--- src/rtl/pcu_pkg.sv ---
package pcu_pkg;
    typedef enum logic [2:0] {
        ST_IDLE,
        ST_FETCH_B,
        ST_FETCH_R,
        ST_FETCH_G,
        ST_RESOLVE
    } pcu_state_e;

    localparam logic [1:0] PLANE_B    = 2'd0;
    localparam logic [1:0] PLANE_R    = 2'd1;
    localparam logic [1:0] PLANE_G    = 2'd2;
    localparam int         CODE_W     = 3;
    localparam int         BYTE_W     = 8;
    localparam int         REG_AW     = 4;
    localparam logic [7:0] CMP_RESET  = 8'h80;
endpackage

--- src/rtl/pcu_regfile.sv ---
module pcu_regfile
    import pcu_pkg::*;
#(
    parameter int NUM_CMP = 8
) (
    input  logic                            clk,
    input  logic                            rst_n,
    input  logic                            wr,
    input  logic [REG_AW-1:0]               waddr,
    input  logic [BYTE_W-1:0]               wdata,
    output logic [NUM_CMP-1:0][BYTE_W-1:0]  cmp_regs,
    output logic [BYTE_W-1:0]               dis_reg
);
    localparam logic [REG_AW-1:0] DIS_ADDR = REG_AW'(NUM_CMP);

    for (genvar j = 0; j < NUM_CMP; j++) begin : g_cmp
        always_ff @(posedge clk) begin
            if (!rst_n)
                cmp_regs[j] <= CMP_RESET;
            else if (wr && waddr == REG_AW'(j))
                cmp_regs[j] <= wdata;
        end
    end

    always_ff @(posedge clk) begin
        if (!rst_n)
            dis_reg <= '0;
        else if (wr && waddr == DIS_ADDR)
            dis_reg <= wdata;
    end
endmodule

--- src/rtl/pcu_matcher.sv ---
module pcu_matcher
    import pcu_pkg::*;
#(
    parameter int NUM_PIX = 8,
    parameter int NUM_CMP = 8
) (
    input  logic [NUM_PIX-1:0]              blue,
    input  logic [NUM_PIX-1:0]              red,
    input  logic [NUM_PIX-1:0]              green,
    input  logic [NUM_CMP-1:0][BYTE_W-1:0]  cmp_regs,
    input  logic [BYTE_W-1:0]               dis_reg,
    output logic [NUM_PIX-1:0]              match
);
    logic [CODE_W-1:0] mask;
    assign mask = ~dis_reg[CODE_W-1:0];

    for (genvar p = 0; p < NUM_PIX; p++) begin : g_pix
        logic [CODE_W-1:0] code;
        assign code = {green[p], red[p], blue[p]} & mask;
        always_comb begin
            match[p] = 1'b0;
            for (int j = 0; j < NUM_CMP; j++) begin
                if (!cmp_regs[j][BYTE_W-1] &&
                    ((cmp_regs[j][CODE_W-1:0] & mask) == code))
                    match[p] = 1'b1;
            end
        end
    end
endmodule

--- src/rtl/pcu_sequencer.sv ---
module pcu_sequencer
    import pcu_pkg::*;
(
    input  logic       clk,
    input  logic       rst_n,
    input  logic       start,
    output logic       busy,
    output logic       rd_en,
    output logic [1:0] plane,
    output logic       cap_blue,
    output logic       cap_red,
    output logic       commit
);
    pcu_state_e state_q, state_d;

    always_ff @(posedge clk) begin
        if (!rst_n)
            state_q <= ST_IDLE;
        else
            state_q <= state_d;
    end

    always_comb begin
        state_d = state_q;
        unique case (state_q)
            ST_IDLE:    if (start) state_d = ST_FETCH_B;
            ST_FETCH_B: state_d = ST_FETCH_R;
            ST_FETCH_R: state_d = ST_FETCH_G;
            ST_FETCH_G: state_d = ST_RESOLVE;
            ST_RESOLVE: state_d = ST_IDLE;
            default:    state_d = ST_IDLE;
        endcase
    end

    always_comb begin
        busy     = (state_q != ST_IDLE);
        rd_en    = 1'b0;
        plane    = PLANE_B;
        cap_blue = 1'b0;
        cap_red  = 1'b0;
        commit   = 1'b0;
        unique case (state_q)
            ST_IDLE:    ;
            ST_FETCH_B: rd_en = 1'b1;
            ST_FETCH_R: begin
                rd_en    = 1'b1;
                plane    = PLANE_R;
                cap_blue = 1'b1;
            end
            ST_FETCH_G: begin
                rd_en   = 1'b1;
                plane   = PLANE_G;
                cap_red = 1'b1;
            end
            ST_RESOLVE: commit = 1'b1;
            default:    ;
        endcase
    end
endmodule

--- src/rtl/pixel_cmp_unit.sv ---
module pixel_cmp_unit
    import pcu_pkg::*;
#(
    parameter int ADDR_W  = 14,
    parameter int NUM_CMP = 8
) (
    input  logic              clk,
    input  logic              rst_n,
    input  logic              reg_wr,
    input  logic [3:0]        reg_addr,
    input  logic [7:0]        reg_wdata,
    input  logic              start,
    input  logic [ADDR_W-1:0] start_addr,
    output logic              mem_rd_en,
    output logic [ADDR_W+1:0] mem_rd_addr,
    input  logic [7:0]        mem_rd_data,
    output logic              busy,
    output logic [7:0]        status
);
    localparam int NUM_PIX = BYTE_W;

    logic [NUM_CMP-1:0][BYTE_W-1:0] cmp_regs;
    logic [BYTE_W-1:0]              dis_reg;
    logic [ADDR_W-1:0]              addr_q;
    logic [NUM_PIX-1:0]             blue_q, red_q, match;
    logic [NUM_PIX-1:0]             status_q;
    logic [1:0]                     plane;
    logic                           cap_blue, cap_red, commit;

    pcu_regfile #(.NUM_CMP(NUM_CMP)) u_regs (
        .clk      (clk),
        .rst_n    (rst_n),
        .wr       (reg_wr),
        .waddr    (reg_addr),
        .wdata    (reg_wdata),
        .cmp_regs (cmp_regs),
        .dis_reg  (dis_reg)
    );

    pcu_sequencer u_seq (
        .clk      (clk),
        .rst_n    (rst_n),
        .start    (start),
        .busy     (busy),
        .rd_en    (mem_rd_en),
        .plane    (plane),
        .cap_blue (cap_blue),
        .cap_red  (cap_red),
        .commit   (commit)
    );

    pcu_matcher #(.NUM_PIX(NUM_PIX), .NUM_CMP(NUM_CMP)) u_match (
        .blue     (blue_q),
        .red      (red_q),
        .green    (mem_rd_data),
        .cmp_regs (cmp_regs),
        .dis_reg  (dis_reg),
        .match    (match)
    );

    always_ff @(posedge clk) begin
        if (!rst_n) begin
            addr_q   <= '0;
            blue_q   <= '0;
            red_q    <= '0;
            status_q <= '0;
        end else begin
            if (start && !busy) addr_q   <= start_addr;
            if (cap_blue)       blue_q   <= mem_rd_data;
            if (cap_red)        red_q    <= mem_rd_data;
            if (commit)         status_q <= match;
        end
    end

    assign mem_rd_addr = {plane, addr_q};
    assign status      = status_q;
endmodule

--- config.mk ---
export PLATFORM = sky130hd
export DESIGN_NAME = pixel_cmp_unit
export DESIGN_NICKNAME = d
export VERILOG_FILES = /design/src/rtl/pcu_pkg.sv /design/src/rtl/pcu_regfile.sv /design/src/rtl/pcu_matcher.sv /design/src/rtl/pcu_sequencer.sv /design/src/rtl/pixel_cmp_unit.sv
export SDC_FILE = /design/constraint.sdc
export NUM_CORES = 1
export LEC_CHECK = 0
export BUFFER_PORTS_ARGS = -buffer_cell sky130_fd_sc_hd__clkbuf_2
export CORE_MARGIN = 5
export CORE_UTILIZATION = 36
export CTS_CLUSTER_SIZE = 10
export DETAILED_ROUTE_END_ITERATION = 12
export REMOVE_ABC_BUFFERS = 1
export SYNTH_ARGS = -nofsm -noshare
export SYNTH_HDL_FRONTEND = slang
export SYNTH_SLANG_ARGS = --single-unit
--- constraint.sdc ---
create_clock -name clk -period 1.4 [get_ports clk]
set_input_delay 0.14 -clock clk [delete_from_list [all_inputs] [get_ports clk]]
set_output_delay 0.14 -clock clk [all_outputs]
set_load 0.05 [all_outputs]
==> key figures, run 1 <==
Floorplanning
  • I/O pin cnt: 64
  • # rows: 47
  • Initial core utilization: 36.4%
  • Die ar.: 0.0193 mm2
  • Chip Width: 139 um
  • Area of the core: 0.0165 mm2
  • Chip height: 139 um

Yosys
  • Dominant synthesized flop cell: dfxtp_1
  • Synth Register Bits: 76
  • Cell taking the most area after synthesis: xnor2_1
  • YS warnings: 0
  • Synthesized instance count: 786
  • Asr flop ratio synth: 0%
  • Share of the synthesized area in the top cell type: 28.2%
  • EDFF count, synth: 0
  • Netlist cell types: 25
  • Syn_area_per_cell: 7.62 um2
  • Dominant cells by area after synthesis: xnor2_1 (28%), dfxtp_1 (25%), nor2_1 (7.0%)
  • Register area share after synthesis: 25.4%
  • Count leader, synth: xnor2_1
  • Synth cell count leaders: xnor2_1 (193), nor2_1 (111), dfxtp_1 (76)
  • Mapped Area: 0.00599 mm2

Timing
  • Clock Skew: 0.00829 ns
  • Setup ws final: -0.0237 ns
  • Slew headroom: 72.6%
  • RSZ-0062 raised after global routing: yes
  • Min Tclk post-route: 1.42 ns
  • Fin. Hold Viols: 0
  • Crit share post-route: 102%
  • FMAX: 702 MHz
  • # setup viols final: 1
  • Final Max Tran Viols: 0
  • Worst slew pin tran: 0.411 ns

Layout
  • Area Overhead vs Synth: 31.9%
  • Nets: 913
  • Max FFs per register: 32
  • # fillers: 1606
  • Ant diodes: 0
  • Fin util: 48.0%
  • Top flop regs: u_regs.cmp_regs: 32 flops, addr_q: 14 flops
  • Layout cells sized above 1: 29.2%
  • Multi-input logic area: 0.00407 mm2
  • Reg area: 0.00161 mm2
  • Largest reg by FF count: u_regs.cmp_regs

Job
  • Max-Cap Viols: 0

Critical path
  • Arr. time, crit path: 1.64 ns
  • Crit-path cells: xnor2_2 -> o22ai_1 -> nor3_1 -> nor4_1 -> a31oi_1
  • Setup crit start kind: flop
  • CP peak stage delay: 0.40 ns
  • Critical Path Sink Type: flop
  • CP Max Fanout: 6
  • Critical path class: flop to flop
  • Slowest-stage cell, CP: dfxtp_4
  • Critical Path RT: 1.62 ns

Outcome
  • Violated checks: setup timing
  • Status: complete, but fails checks

Global routing
  • Total track usage: 18.8%
  • First-pass GRT wire length: 29600 um
  • Vias in the first global route: 5409
  • Largest net degree at the start of global routing: 44
  • Initial antenna violation count: 0
  • Overflow after GRT: 0

CTS
  • Clock Pin Slew Worst Setup and Hold Paths: 0.06 ns
  • Num Clock Sinks: 76
  • Clock Latency Late Sink: 0.35 ns
  • Root buffer cell: clkbuf_16
  • # H-tree levels: 3
  • CTS Buf Count: 9
  • CTS max path bufs: 2
  • CTS tree: built

Detailed routing
  • Routed length per instance: 16.5 um
  • Total wire length: 18100 um
  • Detailed Route Iter0 Violations: 421
  • Pre-antenna DRT Iters: 5
  • Post-DRT Antenna Nets: 0
  • Avg Vias per Cell: 5.14
  • Total number of vias: 5656
  • DRC Markers: 0

Pwr
  • Leakage Power: 2.90 nW
  • Pwr Total: 6.44 mW
  • Pwr Density: 815 mW/mm2
  • Max VDD drop: 827 uV

Placement
  • Routability cong.: 0.917
  • Pre-CTS worst setup slack: -0.0552 ns
  • IO Port Bufs: 59
  • Detailed Place HPWL: 13300 um

Hold path
  • HP Class: primary input to flop
## worst paths after layout
| kind | startpoint | end | slack [ns] | cells past startpoint |
|---|---|---|---|---|
| worst max register to register | u_regs.cmp_regs[57]$_SDFFE_PN0P_ | status[2]$_SDFFE_PN0N_ | -0.02 | 5 |
| worst max-delay path | u_regs.cmp_regs[57]$_SDFFE_PN0P_ | status[2]$_SDFFE_PN0N_ | -0.02 | 5 |
| worst min register to register | addr_q[9]$_SDFFE_PN0P_ | addr_q[9]$_SDFFE_PN0P_ | 0.46 | 2 |
| worst min-delay path | start_addr[7] | addr_q[7]$_SDFFE_PN0P_ | 0.007 | 3 |
## through the flow
| stage | std cells | hold WS, ns | area, um2 | setup TNS (ns) |
|---|---|---|---|---|
| 2_1_floorplan | 688 | 0.202 | 5430 | -6.77 |
| 6_report | 1100 | 0.00700 | 7900 | -0.0237 |
| 3_5_place_dp | 1081 | 0.371 | 7340 | -0.173 |
| 4_1_cts | 1099 | 0.00157 | 7740 | -0.0172 |
| 5_1_grt | 1100 | 0.000214 | 7900 | -0.344 |
| 3_3_place_gp | 1081 | 0.363 | 7340 | -0.0870 |
## report_power, final
group	switching, mW	internal, mW
combinational	0.810	0.670
clock	0.984	1.67
sequential	0.0937	2.22
total	1.89	4.55
## repair_timing
item | CTS | global route
hold buffers | 0 | 0
endpoints found under the setup margin | 11 | 12
pin swaps | 16 | 36
resized for setup | 38 | 59
setup buffers | 7 | 5
## layout by cell type (no fill, tap or decap), types with 25 or more instances in the layout
cell and n:
nor2_1 110, clkbuf_2 55, nand2_1 60, buf_4 77
xnor2_1 188, buf_12 30, nor3_1 55, mux2i_1 39
o22ai_1 62, a21oi_1 25, dfxtp_1 45
## worst max-delay path, delay by kind of cell (launching register included)
kind | cells | cell delay, ns
AOI/OAI and AO/OA | 2 | 0.30
DFF | 1 | 0.40
xor gates and xnor gates | 1 | 0.14
and+or+nand+nor | 2 | 0.45
## kinds of logic (layout without fill, tap and decap cells)
kind of cell	Yosys count	in the layout	synth area share, %
mux	39	39	6.52
simple gates	270	270	20.0
flops	76	76	25.4
buf+inv	102	196	9.55
xor+xnor	193	193	28.2
compound gates	106	106	10.4
## cell type report
cell class,instances,share of cell area [%]
multi-input combinational,608,51.5
clock inverter,5,1.04
sequential,76,20.3
inverter,4,0.190
timing repair buffer,176,20.3
tap,220,3.48
clock buffer,11,3.20
## metal layers
metal  global-route usage (%)  wire length, um  up-vias  part of all wire [%]
met4                     7.16              424        0                   2.3
met5                        0                0        -                     0
met1                     25.2             8200     2663                    45
li1                         -                -     2779                     -
met2                     30.6             8530      182                    47
met3                     2.69              964       32                   5.3
No activity file was read; power rests on OpenSTA's default activity.
==> run 2, diff against run 1 <==
Settings changed: ABC_AREA set to 1.
==> run 2 against run 1 <==
Clock power down 6%; the run still ends with setup timing left; total power up 7.3%; core utilization up 4.8 points; synthesized area up 10%; critical path type unchanged; critical endpoint is now status[0]$_SDFFE_PN0N_.
==> key figures, run 2 <==
Outcome
  • Status: complete, but fails checks
  • Violated checks: setup timing

Critical path
  • Critical Path RT: 1.65 ns (+0.03 ns)
  • CP peak stage delay: 0.36 ns (-0.04 ns)
  • Slowest-stage cell, CP: dfxtp_4
  • Crit-path cells: clkinv_4 -> buf_12 -> buf_8 -> nand2_8 -> nor2_4 -> nor2_1 -> nand2_1 -> nand2_1 -> nor2_1 -> nand3_1 -> nand2_1 -> inv_1
  • Critical Path Sink Type: flop
  • Critical path class: flop to flop
  • Setup crit start kind: flop
  • Crit path buf inv count: 4 (+4)
  • CP Max Fanout: 6 (unchanged)
  • CP Depth: 12 (+7)
  • Top cell by count, worst path: nand2_1
  • Arr. time, crit path: 1.77 ns (+0.13 ns)
  • Worst-case reg-to-reg path depth: 12 (+7)
  • Delay-heaviest family, CP: simple AND/OR/NAND/NOR gates

Floorplanning
  • Chip Width: 145 um (+4.5%)
  • Die ar.: 0.0211 mm2 (+9.3%)
  • # rows: 49 (+4.3%)
  • Area of the core: 0.0180 mm2 (+9.1%)
  • Chip height: 145 um (+4.5%)
  • I/O pin cnt: 64 (unchanged)
  • Initial core utilization: 36.7% (+0.30 points)

Yosys
  • YS warnings: 0 (unchanged)
  • Count leader, synth: nand2_1
  • Cell taking the most area after synthesis: nand2_1
  • Dominant synthesized flop cell: dfxtp_1
  • Synth Register Bits: 76 (unchanged)
  • Dominant cells by area after synthesis: nand2_1 (24%), dfxtp_1 (23%), nand3_1 (15%)
  • Share of the synthesized area in the top cell type: 24.4% (-3.8 points)
  • Syn_area_per_cell: 5.16 um2 (-32%)
  • Synth cell count leaders: nand2_1 (428), nor2_1 (237), nand3_1 (192)
  • Synthesized instance count: 1278 (+63%)
  • Mapped Area: 0.00659 mm2 (+10%)
  • EDFF count, synth: 0 (unchanged)
  • Netlist cell types: 19 (-24%)
  • Register area share after synthesis: 23.1% (-2.3 points)
  • Asr flop ratio synth: 0% (unchanged)

CTS
  • Num Clock Sinks: 76 (unchanged)
  • CTS max path bufs: 2 (unchanged)
  • CTS tree: built
  • Clock Pin Slew Worst Setup and Hold Paths: 0.07 ns (about the same)
  • CTS Buf Count: 9 (unchanged)
  • Root buffer cell: clkbuf_16
  • Clock Latency Late Sink: 0.35 ns (about the same)
  • # H-tree levels: 3 (unchanged)

Global routing
  • Overflow after GRT: 0 (unchanged)
  • Largest net degree at the start of global routing: 40 (-9.1%)
  • Vias in the first global route: 8885 (+64%)
  • First-pass GRT wire length: 52900 um (+79%)
  • Initial antenna violation count: 0 (unchanged)
  • Total track usage: 32.3% (+13 points)

Layout
  • Commonest cells after routing, fill and taps aside: nand2_1 (417), nor2_1 (205), nand3_1 (192)
  • Area Overhead vs Synth: 43.9%
  • # fillers: 1921 (+20%)
  • Top flop regs: u_regs.cmp_regs: 32 flops, addr_q: 14 flops
  • Largest reg by FF count: u_regs.cmp_regs
  • Max FFs per register: 32 (unchanged)
  • Ant diodes: 0 (unchanged)
  • Nets: 1555 (+70%)
  • Commonest non-fill, non-tap cell in the layout: nand2_1
  • Fin util: 52.8% (+4.8 points)
  • Layout cells sized above 1: 25.0% (-4.2 points)

Detailed routing
  • Total number of vias: 9511 (+68%)
  • Detailed Route Iter0 Violations: 1023 (+140%)
  • Avg Vias per Cell: 5.43 (+5.7%)
  • DRC Markers: 0 (unchanged)
  • Pre-antenna DRT Iters: 5 (unchanged)
  • Post-DRT Antenna Nets: 0 (unchanged)
  • Routed length per instance: 20.3 um (+23%)
  • Total wire length: 35500 um (+96%)

Timing
  • FMAX: 656 MHz (-6.6%)
  • Final Max Tran Viols: 0 (unchanged)
  • Fin. Hold Viols: 0 (unchanged)
  • Min Tclk post-route: 1.52 ns (+0.101 ns)
  • RSZ-0062 raised after global routing: yes
  • Setup ws final: -0.125 ns (-0.101 ns)
  • Slew headroom: 68.1% (-4.5 points)
  • # setup viols final: 8 (+7)
  • Crit share post-route: 109% (+7.2 points)
  • Worst slew pin tran: 0.477 ns (+0.0662 ns)
  • Clock Skew: 0.0108 ns (+0.00247 ns)

Pwr
  • Leakage Power: 4.75 nW (+64%)
  • Pwr Density: 729 mW/mm2 (-11%)
  • Clock power share: 35.9% (-5.2 points)
  • Max VDD drop: 564 uV (-32%)
  • Sw frac: 36.0% (+6.7 points)
  • Internal power: 4.42 mW (-2.9%)
  • Sequential power share: 34.0% (-1.9 points)
  • Pwr Total: 6.91 mW (+7.3%)
  • Switching power: 2.49 mW (+32%)
  • Comb pwr share: 30.1% (+7.1 points)

Hold path
  • HP Class: primary input to flop
  • Worst hold path stage count: 3 (unchanged)

Placement
  • Detailed Place HPWL: 26900 um (+100%)
  • Routability cong.: 1.05 (+15%)
  • IO Port Bufs: 59 (unchanged)

Job
  • Max-Cap Viols: 0 (unchanged)
## run 2: cell count changes after synthesis, moves of 39 or more
cell | previous run | this run
nor3_1 | 74 | 13
nor2_1 | 111 | 237
mux2i_1 | 39 | 0
nand2_1 | 60 | 428
o22ai_1 | 64 | 0
xnor2_1 | 193 | 0
inv_1 | 2 | 84
a21oi_1 | 25 | 75
nand3_1 | 5 | 192
o21ai_0 | 9 | 71
## run 2: worst reg2reg max path: stages, from the launching register on
cell and delay (ns):
dfxtp_4 0.36, clkinv_4 0.09, buf_12 0.14, buf_8 0.12, nand2_8 0.06, nor2_4 0.12, nor2_1 0.05, nand2_1 0.10
nand2_1 0.06, nor2_1 0.10, nand3_1 0.12, nand2_1 0.08, inv_1 0.04
## run 2: final timing paths
path | start | end | slack (ns)
min reg2reg | addr_q[8]$_SDFFE_PN0P_ | addr_q[8]$_SDFFE_PN0P_ | 0.45
min | start | u_seq.state_q[0]$_SDFFE_PN0P_ | 0.04
max reg2reg | u_regs.dis_reg[0]$_SDFFE_PN0P_ | status[0]$_SDFFE_PN0N_ | -0.12
max | u_regs.dis_reg[0]$_SDFFE_PN0P_ | status[0]$_SDFFE_PN0N_ | -0.12
## run 2: what timing repair did
action | CTS | global route
buffers inserted | 6 | 5
gates cloned | 2 | 1
hold buffers | 0 | 0
setup endpoints to repair | 11 | 17
pin swaps | 11 | 11
gates resized for setup | 53 | 54
## run 2: cell families after synthesis
group / after synthesis / share of synthesized area, %
AO/OA/AOI/OAI: 153 / 11.8
AND/OR/NAND/NOR: 874 / 53.9
buffers and inverters: 175 / 11.1
flip-flops: 76 / 23.1
## run 2: power by group through the flow
stage / registers [mW] / logic [mW] / clock network, mW
floorplan: 2.57 / 0.828 / 0
global placement: 2.39 / 1.94 / 0
detailed placement: 2.39 / 1.94 / 0
CTS: 2.35 / 2.00 / 2.51
global route: 2.37 / 2.23 / 2.62
finish: 2.35 / 2.08 / 2.48
## run 2: stage by stage
| stage | setup slack [ns] | cell area [um2] | hold WS [ns] | TNS [ns] | cells |
|---|---|---|---|---|---|
| after floorplan | -0.434 | 6320 | 0.239 | -10.61 | 1226 |
| after global placement | -0.266 | 8720 | 0.405 | -1.36 | 1721 |
| after detailed placement | -0.275 | 8720 | 0.405 | -1.45 | 1721 |
| after CTS | -0.119 | 9250 | 0.0388 | -0.679 | 1744 |
| after global routing | -0.221 | 9480 | 0.0568 | -1.51 | 1750 |
| final | -0.125 | 9480 | 0.0405 | -0.623 | 1750 |
## run 2: area by class of cell
type                       instances  area (um2)  share of cell area, %
sequential                        76        1540                   16.3
clock buffer                       9         225                   2.38
timing repair buffer             280        2360                   24.9
clock inverter                     6        71.3                  0.752
inverter                         123         474                   5.00
tap                              229         287                   3.02
multi-input combinational       1027        4520                   47.7
## run 2: metal layers
metal	GRT usage [%]	vias to the layer above	routed length, um
met5	0	-	0
met4	18.7	0	2740
met3	4.02	163	2840
met2	52.8	512	15800
met1	40.8	4289	14000
li1	-	4547	-
